--- config.mk ---
export PLATFORM = sky130hd
export DESIGN_NAME = frac_carry_deleter
export DESIGN_NICKNAME = d
export VERILOG_FILES = /design/src/rtl/fcd_pkg.sv /design/src/rtl/fcd_datapath.sv /design/src/rtl/fcd_control.sv /design/src/rtl/frac_carry_deleter.sv
export SDC_FILE = /design/constraint.sdc
export NUM_CORES = 1
export LEC_CHECK = 0
export ABC_AREA = 1
export BUFFER_PORTS_ARGS = -buffer_cell sky130_fd_sc_hd__buf_2
export CORE_MARGIN = 3
export CORE_UTILIZATION = 58
export CTS_CLUSTER_DIAMETER = 150
export DETAILED_ROUTE_END_ITERATION = 6
export GPL_TIMING_DRIVEN = 0
export PLACE_DENSITY = 0.85
export SETUP_SLACK_MARGIN = 0.05
export SLEW_MARGIN = 30
export SYNTH_ARGS = -nofsm -noshare
export SYNTH_HDL_FRONTEND = slang
export SYNTH_SLANG_ARGS = --single-unit
--- constraint.sdc ---
create_clock -name clk -period 3.66 [get_ports clk]
set_input_delay 0.366 -clock clk [delete_from_list [all_inputs] [get_ports clk]]
set_output_delay 0.366 -clock clk [all_outputs]
set_load 0.005 [all_outputs]
--- src/rtl/fcd_pkg.sv ---
package fcd_pkg;
  // strobes from control to datapath
  typedef struct packed {
    logic accEn;
    logic accClear;
  } fcdStrobe_t;
endpackage

--- src/rtl/fcd_datapath.sv ---
module fcd_datapath
  import fcd_pkg::*;
#(
  parameter int N = 16
) (
  input  logic         clk,
  input  fcdStrobe_t   strobe,
  input  logic [N-1:0] increment,
  output logic [N-1:0] accValue,
  output logic         wrapNow,
  output logic         carryReg
);
  localparam int SW = N + 1;

  logic [SW-1:0] sumExt;

  always_comb begin
    sumExt  = {1'b0, accValue} + {1'b0, increment};
    wrapNow = strobe.accEn && sumExt[N];
  end

  always_ff @(posedge clk) begin
    if (strobe.accClear) begin
      accValue <= '0;
      carryReg <= 1'b0;
    end else begin
      carryReg <= wrapNow;
      if (strobe.accEn) accValue <= sumExt[N-1:0];
    end
  end
endmodule

--- src/rtl/fcd_control.sv ---
module fcd_control
  import fcd_pkg::*;
(
  input  logic       clk,
  input  logic       rst,
  input  logic       refTick,
  input  logic       wrapNow,
  input  logic       fbPulseIn,
  output fcdStrobe_t strobe,
  output logic       fbPulseOut,
  output logic       overflow
);
  logic pending;
  logic masking;
  logic prevIn;
  logic riseNow;
  logic consume;

  always_comb begin
    strobe.accEn    = refTick && !rst;
    strobe.accClear = rst;
    riseNow         = fbPulseIn && !prevIn;
    consume         = pending && riseNow;
    fbPulseOut      = fbPulseIn && !(masking || consume);
  end

  always_ff @(posedge clk) begin
    if (rst) begin
      pending  <= 1'b0;
      masking  <= 1'b0;
      prevIn   <= 1'b0;
      overflow <= 1'b0;
    end else begin
      prevIn <= fbPulseIn;
      // hold the mask for the whole high phase of a removed pulse
      if (consume)         masking <= 1'b1;
      else if (!fbPulseIn) masking <= 1'b0;
      // a wrap re-arms; a consumed edge clears unless re-armed
      if (wrapNow)      pending <= 1'b1;
      else if (consume) pending <= 1'b0;
      if (wrapNow && pending && !consume) overflow <= 1'b1;
    end
  end
endmodule

--- src/rtl/frac_carry_deleter.sv ---
module frac_carry_deleter
  import fcd_pkg::*;
#(
  parameter int N = 16
) (
  input  logic         clk,
  input  logic         rst,
  input  logic         refTick,
  input  logic [N-1:0] increment,
  input  logic         fbPulseIn,
  output logic         fbPulseOut,
  output logic [N-1:0] residual,
  output logic         carry,
  output logic         overflow
);
  fcdStrobe_t strobe;
  logic       wrapNow;

  fcd_control uCtrl (
    .clk        (clk),
    .rst        (rst),
    .refTick    (refTick),
    .wrapNow    (wrapNow),
    .fbPulseIn  (fbPulseIn),
    .strobe     (strobe),
    .fbPulseOut (fbPulseOut),
    .overflow   (overflow)
  );

  fcd_datapath #(.N(N)) uDp (
    .clk       (clk),
    .strobe    (strobe),
    .increment (increment),
    .accValue  (residual),
    .wrapNow   (wrapNow),
    .carryReg  (carry)
  );
endmodule

## After elaboration in Yosys (flattened, before gate mapping)

Cells that the tools add are included.

- Add/sub/neg operators: 1
- Eq/ne operators: 1
- Mux-type cells: 4
- Reduce and logical (&&, ||, !) cells: 13

Operators by type and width:

| cell | number |
|---|---|
| 16-bit by 16-bit adder with 17-bit output | 1 |
| 1-bit logical AND | 7 |
| 1-bit logical NOT | 4 |
| 1-bit 2-to-1 mux | 4 |
| 2-bit by 1-bit inequality test with 1-bit output, second input constant | 1 |
| 2-bit nonzero test | 1 |
| 1-bit logical OR | 1 |

- Bits in registers: 21
- Bits of input ports: 20
- Output and inout bits: 19
- Logic and storage cells: 25

## Depth between registers and ports, before layout

- Depth in word-level cells: 6
- Depth in mapped cells: 11
- Mapped depth without buffers: 11

## Modules after synthesis

Synthesis repeated with hierarchy kept, for this count alone.

- Cells, all modules: 304
- Area, all modules: 1794.2 um^2

By module, submodules not included:

| module | times used | cells an instance | area an instance (um^2) | seq. area each (um^2) |
|---|---|---|---|---|
| fcd_datapath | 1 | 282 | 1634.1 | 340.3 |
| fcd_control | 1 | 22 | 160.2 | 80.1 |

## Worst setup path before layout

Ideal clock, no wire load.

- Path type: input to register
- From: input increment[0]
- To: register uDp.accValue[8]
- Setup time: 113 ps
- Data arrival time: 1651 ps
- Data required time: 3547 ps
- Setup slack: 1896 ps
- Stages on the path: 9
- Path buffers: 0
- Cell sequence: ha_1 fa_1 nand3_1 nand3_1 nand2_1 nand3_1 or2_0 nand3_1 nand2_1

- Word-level cells in the longest chain between the ends: 1

Ends and longest elaborated chain:

| element | RTL line | text |
|---|---|---|
| from (decl) | frac_carry_deleter.sv:9 | `input logic [N-1:0] increment,` |
| 16-bit by 16-bit adder with 17-bit output | fcd_datapath.sv:18 | `sumExt = {1'b0, accValue} + {1'b0, increment};` |
| to (signal assigned) | fcd_datapath.sv:28 | `if (strobe.accEn) accValue <= sumExt[N-1:0];` |
| to (decl) | fcd_datapath.sv:9 | `output logic [N-1:0] accValue,` |

Every way passes these cells.
A chain may end at the register's enable or synchronous reset.

## Worst setup path in the final report

- From: register uDp.accValue[0]
- To: register uCtrl.pending

- Word-level cells in the longest chain between the ends: 3
- Elaborated cells between the ends (all ways): 4
- Classes of those cells: add/sub (1); mux (1); reduce/logical (2)

Ends and longest elaborated chain:

| element | RTL line | text |
|---|---|---|
| 16-bit by 16-bit adder with 17-bit output (*) | fcd_datapath.sv:18 |  |
| 1-bit logical AND (*) | fcd_datapath.sv:19 | `wrapNow = strobe.accEn && sumExt[N];` |
| 1-bit 2-to-1 mux / 2-bit nonzero test (equally long branches) | -- |  |
| to (signal assigned) | fcd_control.sv:29 | `pending <= 1'b0;` |
| to (signal assigned) | fcd_control.sv:39 | `if (wrapNow) pending <= 1'b1;` |
| to (signal assigned) | fcd_control.sv:40 | `else if (consume) pending <= 1'b0;` |
| to (decl) | fcd_control.sv:13 | `logic pending;` |

Mark *: on every way between the ends. The rest lies on a longest branch, timed or not.

==> impl_metrics.ini <==
[logic_synthesis]
synth_cells = 280
synth_nets = 317
synth_seq_cells = 21
synthTopCellsByCount = nand2_1, inv_1, nand3_1, nor2_1, dfxtp_1
syn_area_per_cell_sq_um = 6.20
synth_enable_flop_cells = 0
synth_area_leaders = dfxtp_1, nand2_1, ha_1
ys_types = 27
synth_most_common_cell = nand2_1
yosys_warnings = 0
synth_area_leader_cell = dfxtp_1
ys_async_sr_fraction_pct = 0
synthFlopType = dfxtp_1
yosysSeqAreaShare_pct = 24.2
synth_top_area_share_pct = 24.2
syn_area_sq_um = 1740

[clock_tree]
clk_latency_ns = 0.32
cts_buffers = 3
clockBufferDepth = 2
cts_hold_buf = 0
cts_tree = built
ctsRootBufferMaster = clkbuf_4
cts_resized = 0
path_clk_slew_ns = 0.14
cts_htree_levels = 1
cts_setup_buffers = 0
cts_sinks = 21

[pwr]
leakagePower_uw = 0.00119
p_total_uw = 656
p_sw_share_pct = 39.5
p_comb_share_pct = 41.3
intPower_uw = 397
power_density_nw_per_um2 = 330
p_seq_share_pct = 39.7
p_switching_uw = 259
clockPowerShare_pct = 19.0
vdd_drop_max_uv = 284

[worst_setup_path]
cp-end-kind = register
startpoint_type = register
crit_arrival_ns = 2.15
crit_fanout = 4
crit_type = reg -> reg
rrSetupSlack_ns = 1.75
crit_required_ns = 3.90

[cells_and_area]
syn_to_final_growth_pct = 14.6
n_antenna_cell = 0
nets = 359
utilization_pct = 71.0
final_cell_area_sq_um = 1990
drive_above_1_share_pct = 19.6

[placed_design]
pre_cts_slack_ns = 1.60
dp_hpwl_um = 3230
dpl_cell_area_sq_um = 1960
port_buffers = 37
gp_congestion = 0.913

[hold_path]
min_path_type = in -> reg

[floorplan]
die_h_um = 60.7
die_w_um = 60.7
core-area_sq_um = 2810
dieArea_sq_um = 3690
io_pins = 39
rows = 19
start_util_pct = 61.9

[detailed_routing]
ant_nets = 0
routedWlPerCell_um = 11.3
first_pass_iters = 4
drc = 0
vias = 1833
wl_um = 3990
via_per_inst = 5.21
drt_iter0_drc = 74

[timing]
hold_viol_final = 0
setup_ws_ns = 1.75
final_max_slew_viol_count = 0
finalCritPeriodShare_pct = 52.2
finalSetupTns_ns = 0
worst_slew_pin_slew_ns = 0.421
setup_viol = 0
rsz0062_at_grt = false
finalCriticalPeriod_ns = 1.91
fmax_mhz = 524
fin_skew_ns = 0.00606
max-slew-margin-rel_pct = 71.9

[global_route]
antenna_found_initial = 0
grt_start_max_net_pins = 14
grt_use_total_pct = 24.0
grt_pass1_vias = 1624
grt_overflow_total = 0
grt_pass1_wl_um = 6750

[flow_run]
max-cap-violations = 0

[outcome]
status = completed
-- final timing paths --
| path | depth (start not counted) | to | from |
|---|---|---|---|
| setup / recovery | 9 | uCtrl.pending$_SDFFE_PP0P_ | uDp.accValue[0]$_SDFFE_PP0P_ |
| hold / removal | 3 | uCtrl.prevIn$_SDFF_PP0_ | fbPulseIn |
| setup reg to reg | 9 | uCtrl.pending$_SDFFE_PP0P_ | uDp.accValue[0]$_SDFFE_PP0P_ |
| hold reg to reg | 2 | uCtrl.overflow$_SDFFE_PP0P_ | uCtrl.overflow$_SDFFE_PP0P_ |
-- registers in the layout, indices dropped and copies added (netlist names) --
signal	cells
uDp.carryReg	1
uCtrl.pending	1
uDp.accValue	16
uCtrl.masking	1
uCtrl.overflow	1
uCtrl.prevIn	1
-- metrics by stage --
stage          cells  hold slack [ns]
2_1_floorplan    280            0.446
3_3_place_gp     348            0.438
3_5_place_dp     348            0.446
4_1_cts          352            0.264
5_1_grt          352            0.264
6_report         352            0.273
-- critical path, stage by stage (launching register included) --
cell,delay [ns]
dfxtp_1,0.35
ha_1,0.22
fa_1,0.46
nand3_1,0.10
nand3_1,0.13
nand2_1,0.09
nand3_1,0.11
nand2_1,0.12
nand2_1,0.08
a21o_1,0.16
-- cell usage in the layout (no fill, tap or decap) --
cell	synthesis	final
clkbuf_4	0	3
nor2_1	26	26
inv_1	47	47
fa_1	1	1
a21oi_2	3	3
nand3_1	26	26
nand2_1	80	80
nand2_2	7	7
o21ai_0	10	10
a21oi_1	14	14
ha_1	16	16
nand3_2	2	2
inv_2	2	2
nand3b_1	1	1
a21o_1	1	1
nor3_1	3	3
nor2_2	3	3
clkinvlp_4	0	1
and2_1	1	1
nor3_2	2	2
or2_0	1	1
dfxtp_1	21	21
buf_4	1	1
and3_1	1	1
nand4_1	2	2
buf_2	2	39
xnor2_1	5	5
xor2_1	1	1
clkbuf_1	1	1
-- layer usage --
layer | routed length, um | global-route usage, % | vias to the layer above
li1 | - | - | 957
met1 | 1880 | 32.6 | 820
met2 | 1780 | 39.1 | 49
met3 | 259 | 4.04 | 7
met4 | 63 | 6.81 | 0
met5 | 0 | 0 | -
-- layout make-up --
cell class                      instances  area [sq um]
Multi-Input combinational cell        206          1110
Clock buffer                            3          22.5
Sequential cell                        21           420
Fill cell                             264           815
Timing Repair Buffer                   37           185
Inverter                               49           184
Clock inverter                          1          7.51
Buffer                                  4          21.3
Tap cell                               31          38.8
-- power by group through the flow --
stage	logic (uW)	registers, uW	clock network, uW
after floorplan	197	267	0
after global placement	262	265	0
after detailed placement	268	266	0
after CTS	270	261	129
after global routing	310	264	137
final	271	261	125
-- kinds of logic (layout without fill, tap and decap cells) --
kind of cell | Yosys count | after routing | share of synthesized area [%]
AOI/OAI and AO/OA | 28 | 28 | 8.86
and+or+nand+nor | 155 | 155 | 39.4
buffers and inverters | 53 | 94 | 11.8
adders and majority gates | 17 | 17 | 12.7
DFF | 21 | 21 | 24.2
xor gates and xnor gates | 6 | 6 | 3.03
No activity file was read; power rests on OpenSTA's default activity.
